File: src/rtl/cwl_pkg.sv
package cwl_pkg;
  localparam int unsigned WORD_W = 32;
  typedef logic [WORD_W-1:0] word_t;
endpackage

File: src/rtl/cwl_decode.sv
module cwl_decode #(
  parameter int unsigned ADDR_W   = 4,
  parameter int unsigned NUM_REGS = 8
) (
  input  logic              we_i,
  input  logic [ADDR_W-1:0] addr_i,
  output logic [NUM_REGS-1:0] bank_we_o,
  output logic              key0_we_o,
  output logic              key1_we_o
);
  localparam logic [ADDR_W-1:0] KEY0_ADDR = ADDR_W'(NUM_REGS);
  localparam logic [ADDR_W-1:0] KEY1_ADDR = ADDR_W'(NUM_REGS + 1);

  for (genvar i = 0; i < NUM_REGS; i++) begin : g_sel
    assign bank_we_o[i] = we_i && (addr_i == ADDR_W'(i));
  end

  assign key0_we_o = we_i && (addr_i == KEY0_ADDR);
  assign key1_we_o = we_i && (addr_i == KEY1_ADDR);
endmodule

File: src/rtl/cwl_key_lock.sv
module cwl_key_lock
  import cwl_pkg::*;
#(
  parameter word_t KEY0 = 32'h83E7_0B13,
  parameter word_t KEY1 = 32'h95A4_F1E0
) (
  input  logic       clk_i,
  input  logic       rst_ni,
  input  logic       key0_we_i,
  input  logic       key1_we_i,
  input  word_t      wdata_i,
  output logic [1:0] flags_o,
  output logic       unlocked_o
);
  logic [1:0] flags_q, flags_d;
  logic       bad_key;

  // a miss on either key register drops all progress
  assign bad_key = (key0_we_i && wdata_i != KEY0) || (key1_we_i && wdata_i != KEY1);

  always_comb begin
    flags_d = flags_q;
    if (bad_key) begin
      flags_d = 2'b00;
    end else begin
      if (key0_we_i) flags_d[0] = 1'b1;
      if (key1_we_i) flags_d[1] = 1'b1;
    end
  end

  always_ff @(posedge clk_i or negedge rst_ni) begin
    if (!rst_ni) flags_q <= 2'b00;
    else         flags_q <= flags_d;
  end

  assign flags_o    = flags_q;
  assign unlocked_o = &flags_q;
endmodule

File: src/rtl/cwl_reg_bank.sv
module cwl_reg_bank
  import cwl_pkg::*;
#(
  parameter int unsigned          NUM_REGS = 8,
  parameter logic [NUM_REGS-1:0]  WR_MASK  = 8'b1011_0110,
  parameter word_t                RST_BASE = 32'h5A00_0000,
  parameter word_t                RST_STEP = 32'h0001_0203
) (
  input  logic                clk_i,
  input  logic                rst_ni,
  input  logic                unlocked_i,
  input  logic [NUM_REGS-1:0] sel_we_i,
  input  word_t               wdata_i,
  output word_t               regs_o [NUM_REGS]
);
  for (genvar i = 0; i < NUM_REGS; i++) begin : g_reg
    localparam word_t RST_VAL = RST_BASE + word_t'(i) * RST_STEP;
    if (WR_MASK[i]) begin : g_rw
      word_t q;
      always_ff @(posedge clk_i or negedge rst_ni) begin
        if (!rst_ni)                       q <= RST_VAL;
        else if (sel_we_i[i] && unlocked_i) q <= wdata_i;
      end
      assign regs_o[i] = q;
    end else begin : g_ro
      assign regs_o[i] = RST_VAL;
    end
  end
endmodule

File: src/rtl/cfg_write_lock.sv
module cfg_write_lock
  import cwl_pkg::*;
#(
  parameter int unsigned          ADDR_W   = 4,
  parameter int unsigned          NUM_REGS = 8,
  parameter logic [NUM_REGS-1:0]  WR_MASK  = 8'b1011_0110,
  parameter word_t                RST_BASE = 32'h5A00_0000,
  parameter word_t                RST_STEP = 32'h0001_0203,
  parameter word_t                KEY0     = 32'h83E7_0B13,
  parameter word_t                KEY1     = 32'h95A4_F1E0
) (
  input  logic                       clk_i,
  input  logic                       rst_ni,
  input  logic                       we_i,
  input  logic [ADDR_W-1:0]          addr_i,
  input  logic [31:0]                wdata_i,
  output logic [31:0]                rdata_o,
  output logic [NUM_REGS*WORD_W-1:0] cfg_o
);
  localparam int unsigned IDX_W = (NUM_REGS > 1) ? $clog2(NUM_REGS) : 1;

  logic [NUM_REGS-1:0] bank_we;
  logic                key0_we, key1_we, unlocked;
  logic [1:0]          key_flags;
  word_t               regs_q [NUM_REGS];

  cwl_decode #(.ADDR_W(ADDR_W), .NUM_REGS(NUM_REGS)) u_decode (
    .we_i(we_i), .addr_i(addr_i), .bank_we_o(bank_we),
    .key0_we_o(key0_we), .key1_we_o(key1_we)
  );

  cwl_key_lock #(.KEY0(KEY0), .KEY1(KEY1)) u_lock (
    .clk_i(clk_i), .rst_ni(rst_ni), .key0_we_i(key0_we), .key1_we_i(key1_we),
    .wdata_i(wdata_i), .flags_o(key_flags), .unlocked_o(unlocked)
  );

  cwl_reg_bank #(
    .NUM_REGS(NUM_REGS), .WR_MASK(WR_MASK), .RST_BASE(RST_BASE), .RST_STEP(RST_STEP)
  ) u_bank (
    .clk_i(clk_i), .rst_ni(rst_ni), .unlocked_i(unlocked), .sel_we_i(bank_we),
    .wdata_i(wdata_i), .regs_o(regs_q)
  );

  // keys and unmapped space read zero
  always_comb begin
    rdata_o = '0;
    if (addr_i < ADDR_W'(NUM_REGS)) rdata_o = regs_q[IDX_W'(addr_i)];
  end

  for (genvar i = 0; i < NUM_REGS; i++) begin : g_out
    assign cfg_o[i*WORD_W +: WORD_W] = regs_q[i];
  end
endmodule

File: config.mk
export PLATFORM = sky130hd
export DESIGN_NAME = cfg_write_lock
export DESIGN_NICKNAME = d
export VERILOG_FILES = /design/src/rtl/cwl_pkg.sv /design/src/rtl/cwl_decode.sv /design/src/rtl/cwl_key_lock.sv /design/src/rtl/cwl_reg_bank.sv /design/src/rtl/cfg_write_lock.sv
export SDC_FILE = /design/constraint.sdc
export NUM_CORES = 1
export LEC_CHECK = 0
export BUFFER_PORTS_ARGS = -buffer_cell sky130_fd_sc_hd__buf_2
export CELL_PAD_IN_SITES_DETAIL_PLACEMENT = 1
export CELL_PAD_IN_SITES_GLOBAL_PLACEMENT = 1
export CORE_MARGIN = 4
export CORE_UTILIZATION = 29
export CTS_BUF_LIST = sky130_fd_sc_hd__clkbuf_4 sky130_fd_sc_hd__clkbuf_8
export DETAILED_ROUTE_END_ITERATION = 12
export PLACE_DENSITY = 0.72
export SETUP_SLACK_MARGIN = 0.15
export SYNTH_ARGS = -nofsm -noshare
export SYNTH_HDL_FRONTEND = slang
export SYNTH_SLANG_ARGS = --single-unit
File: constraint.sdc
create_clock -name clk_i -period 4.3 [get_ports clk_i]
set_input_delay 0.215 -clock clk_i [delete_from_list [all_inputs] [get_ports clk_i]]
set_output_delay 0.215 -clock clk_i [all_outputs]
set_load 0.02 [all_outputs]
==> impl_metrics.tcl, run 1 <==
set metrics [dict create \
    crit_required_ps 4090 \
    ant_nets 0 \
    drive_gt1_share_pct 57.9 \
    finClkSkew_ps 17.7 \
    htree_num_levels 4 \
    numCtsBuffers 17 \
    drc 0 \
    crit_chain "buf_2, buf_4, nor2b_2, buf_4, a22oi_1, o22ai_1, buf_2" \
    cts.sinks 162 \
    grt_overflow 0 \
    die_x_um 180 \
    via_count 6054 \
    dr.pass1.iters 4 \
    ys_warn_count 0 \
    path_class "in2out" \
    place_ws_ps 1600 \
    critical_path.top_delay_family "buffers and inverters" \
    yosys.area.top_type "dfrtp_1" \
    power_frac_comb_pct 9.1 \
    wl_per_cell_um 22.4 \
    grt_pass1_wl_um 43000 \
    hold_violations 0 \
    slew_headroom_pct 33.7 \
    finalCriticalPeriod_ps 2510 \
    place.gp.congestion 0.745 \
    first_iter_violations 268 \
    fin_setup_tns_ps 0 \
    coreArea_mm2 0.0290 \
    portBuffers 230 \
    synth-edff-count 0 \
    setup_slack_ps 1790 \
    clk_latency_ps 460 \
    netlist_area_mm2 0.00860 \
    slew_viol_final 0 \
    fp.dieH_um 180 \
    start_util_pct 29.7 \
    dp_hpwl_um 19800 \
    yosysUniqueCellTypes 39 \
    layout.core_utilization_pct 34.8 \
    worstPathMaxFanout 27 \
    ios 327 \
    ys_async_sr_fraction_pct 100 \
    drv_cap 0 \
    p_sw_w 0.000886 \
    via_per_inst 4.77 \
    ir_worst_vdd_v 0.000149 \
    worstPathArrival_ps 2300 \
    power_leakage_nw 5.24 \
    cts_setup_buffers 0 \
    synth-main-ff-cell "dfrtp_1" \
    synth.yosys.seq_area_share_pct 47.8 \
    cts-root-buf "clkbuf_8" \
    swShare_pct 30.1 \
    status "completed" \
    cp_slowest_stage_delay_ps 430 \
    synth_seq_cells 162 \
    synth_area_leaders "dfrtp_1 33%, mux2_2 15%, dfstp_2 15%" \
    grt_pass1_vias 6505 \
    sequentialPowerShare_pct 51.8 \
    cp-start-kind "primary input" \
    antenna_found_initial 0 \
    clock_path_buffers 2 \
    dpl.cell_count 1235 \
    crit_buf_inv 4 \
    grt_max_degree 105 \
    clock_power_share_pct 39.1 \
    rows 62 \
    final_cells 1268 \
    cts_tree "built" \
    p_total_w 0.00294 \
    fin_nets 910 \
    fmax_mhz 398 \
    avgSynthCellArea_um2 13.2 \
    setup_viol 0 \
    finalWirelength_um 28400 \
    yosysTopAreaCellShare_pct 32.9 \
    diodes 0 \
    track_usage_pct 17.0 \
    rsz0062_at_grt "false" \
    fillers 3284 \
    reg2reg_setup_slack_ps 2100 \
    hp-class "in2reg" \
    dieArea_mm2 0.0325 \
    crit_path_end_kind "primary output" \
    cp_slowest_cell "buf_4" \
    clk_pin_slew_ps 100 \
    internal_power_w 0.00206 \
    period_share_pct 58.5 \
    worstMarginPinSlew_ps 995 \
    area_growth_pct 17.2 \
    synthCells 652 \
    power_density_mw_per_mm2 292 \
]
cells by family after synthesis:
group | synth area share (%)
other | 0.0873
AND/OR/NAND/NOR | 4.49
flip-flops | 47.8
multiplexers | 27.6
buffers and inverters | 12.0
AO/OA/AOI/OAI | 8.03
path summary, 6_finish.rpt:
check | startpoint | end | cells past startpoint
max reg2reg | u_lock.flags_o[1] | u_bank.g_reg[5].g_rw.q[19] | 5
max | addr_i[0] | rdata_o[18] | 7
min in group asynchronous | rst_ni | u_bank.g_reg[1].g_rw.q[5] | 2
min reg2reg | u_bank.g_reg[7].g_rw.q[26] | u_bank.g_reg[7].g_rw.q[26] | 1
max in group asynchronous | rst_ni | u_bank.g_reg[1].g_rw.q[16] | 3
min | wdata_i[21] | u_bank.g_reg[2].g_rw.q[21] | 2
power by group through the flow:
stage	logic, W	clock network (W)	registers [W]
finish	0.000268	0.00115	0.00152
global route	0.000289	0.00125	0.00153
CTS	0.000267	0.00119	0.00153
detailed placement	0.000266	0	0.00155
global placement	0.000263	0	0.00155
floorplan	0.000210	0	0.00155
per-layer routing:
layer  routed length [µm]  global-route usage [%]  vias up
met5                    0                       0        -
met4                  718                    5.51        0
met3                 1770                    4.26       40
met2                14100                    28.7      256
met1                11900                    21.4     3132
li1                     -                       -     2626
placed cells by master, fill, tap and decap left out, types with 12 or more instances in the layout:
master    count
buf_2       229
mux2_2      116
dfrtp_1     113
conb_1       96
mux2_4       60
dfstp_2      49
a22oi_1      44
o22ai_1      36
clkbuf_8     17
nand2_1      12
o21ai_0      12
flip-flops by register name, summed over array words and instances, names as in the netlist:
name,count
u_bank.g.g_rw.q,160
u_lock.flags_o,2
synth_stat cells, types with 2 or more instances:
cell,n
nor2_1,5
dfstp_2,49
or2_4,2
clkbuf_1,15
nand2_1,12
o21a_1,6
a21oi_1,6
nand3_1,3
mux2_2,116
mux2i_1,10
dfrtp_1,113
nor2_4,3
mux2_1,6
a22oi_1,44
buf_12,6
nor2_8,2
and4_1,3
mux2_4,60
conb_1,2
nand2b_1,3
buf_6,3
buf_4,102
nor4b_1,4
o21ai_0,12
nand4_1,4
nor2b_1,3
and4b_1,2
o22ai_1,36
buf_2,10
per-stage QoR:
stage	hold WS, ps	instance area [µm²]
global route	39.8	10100
CTS	33.2	10100
detailed placement	415	9680
floorplan	-80.6	8960
finish	74.9	10100
global placement	406	9680
repair_timing:
item / 4_1_cts / 5_1_grt
hold buffers: 1 / 0
resized for setup: 0 / 0
hold endpoints to repair: 64 / 0
area by class of cell:
type | instances | area, µm² | area share (%)
Clock buffer | 18 | 241 | 2.39
Clock inverter | 14 | 149 | 1.48
Sequential cell | 162 | 4120 | 40.8
Multi-Input combinational cell | 447 | 3830 | 38.0
Tap cell | 384 | 480 | 4.76
Timing Repair Buffer | 243 | 1270 | 12.6
(Power assumes the default switching activity.)
==> run 2: changes to the inputs <==
==> constraint.sdc (replaced) <==
create_clock -name clk_i -period 2.55 [get_ports clk_i]
set_input_delay 0.1275 -clock clk_i [delete_from_list [all_inputs] [get_ports clk_i]]
set_output_delay 0.1275 -clock clk_i [all_outputs]
set_load 0.02 [all_outputs]
==> run 2 against run 1 <==
Net effect: cell count up 3.4%; total power is 76% higher; critical path depth stayed put; critical endpoint is now rdata_o[16]; flip-flop and latch count is the same; core utilization grew 1.6 points; wire length rose by 3.4%; global-route usage increased by 0.62 points; setup slack lost 1200 ps; die area unchanged; clock power rose by 83%.
==> impl_metrics.tcl, run 2 (synthesized netlist as in run 1, its figures left out) <==
set metrics [dict create \
    die_x_um 180 \
    ios 327 \
    cts-root-buf "clkbuf_8" \
    fin_setup_tns_ps 0 \
    hold_start "wdata_i[16]" \
    dieArea_mm2 0.0325 \
    fin_nets 952 \
    place_ws_ps 457 \
    finalWirelength_um 29400 \
    period_share_pct 75.7 \
    fmax_mhz 518 \
    rsz0062_at_grt "false" \
    dr.pass1.iters 4 \
    drive_gt1_share_pct 56.7 \
    layout.cells.most_common_list "229 x buf_2, 116 x mux2_2, 113 x dfrtp_1" \
    ir_worst_vdd_v 0.000354 \
    largest_register "u_bank.g.g_rw.q" \
    cts_tree "built" \
    drv_cap 0 \
    fillers 3239 \
    grt_overflow 0 \
    place.gp.congestion 0.760 \
    antenna_found_initial 1 \
    setup_slack_ps 619 \
    fp.dieH_um 180 \
    hold_violations 0 \
    finalCriticalPeriod_ps 1930 \
    portBuffers 230 \
    clk_pin_slew_ps 100 \
    worstPathArrival_ps 1800 \
    clk_latency_ps 460 \
    clock_path_buffers 2 \
    grt_pass1_vias 6645 \
    setup_viol 0 \
    critPathLaunch "addr_i[1]" \
    layout_commonest_cell "buf_2" \
    cp-start-kind "primary input" \
    area_growth_pct 22.7 \
    grt_pass1_wl_um 44200 \
    track_usage_pct 17.6 \
    cts_setup_buffers 0 \
    crit_required_ps 2420 \
    path_class "in2out" \
    dp_hpwl_um 20100 \
    ant_nets 0 \
    power_leakage_nw 5.47 \
    coreArea_mm2 0.0290 \
    fin_hold_ws_ps 29.6 \
    p_total_w 0.00517 \
    via_per_inst 4.75 \
    status "completed" \
    finClkSkew_ps 13.8 \
    layout.core_utilization_pct 36.4 \
    slew_headroom_pct 62.6 \
    first_iter_violations 236 \
    power_density_mw_per_mm2 490 \
    start_util_pct 29.7 \
    crit_path_end_kind "primary output" \
    slew_viol_final 0 \
    cts.sinks 162 \
    rows 62 \
    drc 0 \
    hp-class "in2reg" \
    htree_num_levels 4 \
    worstPathMaxFanout 19 \
    numCtsBuffers 17 \
    worstMarginPinSlew_ps 561 \
    largest_reg_flops 160 \
    wl_per_cell_um 22.4 \
    grt_max_degree 75 \
    via_count 6233 \
    r2r_start "u_lock.flags_o[1]" \
]
[run 2: what timing repair did]
action,in CTS,in global routing
hold buffers,30,0
endpoints found under the hold margin,257,0
gates resized for setup,0,0
[run 2: critical path, cell delays in order]
cell and delay, ps:
buf_2 260, buf_4 270, nor2_4 200, buf_4 340, a22oi_1 150, o22ai_1 230
buf_2 210
[run 2: cell type report]
cell class              instances  area, µm²  share of cell area (%)
flip-flops and latches        162       4120                    39.0
multi-input cells             447       3830                    36.2
repair buffers                285       1700                    16.1
well taps                     384        480                    4.55
clock buffers                  17        234                    2.22
clock inverters                15        205                    1.94
diodes                          1       2.50                  0.0237
[run 2: routing by layer]
layer	GRT usage (%)	routed length [µm]
met5	0	0
met4	4.08	357
met3	4.10	1880
met2	31.2	15200
met1	21.9	12000
[run 2: report_power, final]
group	switching, W	total, W	leakage, nW	internal [W]
clock network	0.00124	0.00210	0.221	0.000864
logic	0.000385	0.000501	3.17	0.000116
registers	0.00000000000000929	0.00257	2.08	0.00257
[run 2: per-stage QoR]
| stage | std cells | instance area [µm²] |
|---|---|---|
| finish | 1311 | 10600 |
| global route | 1311 | 10600 |
| CTS | 1310 | 10600 |
| detailed placement | 1248 | 9820 |
| global placement | 1248 | 9820 |
| floorplan | 746 | 8960 |
[run 2: worst paths after layout]
check                                                  end  slack, ps  depth (start not counted)
worst max-delay path                           rdata_o[16]        620                          7
worst min-delay path            u_bank.g_reg[1].g_rw.q[16]         30                          2
worst max register to register   u_bank.g_reg[7].g_rw.q[6]        630                          5
worst min register to register  u_bank.g_reg[7].g_rw.q[14]        530                          1
max in group asynchronous       u_bank.g_reg[4].g_rw.q[18]       1740                          3
min in group asynchronous        u_bank.g_reg[2].g_rw.q[5]         70                          2
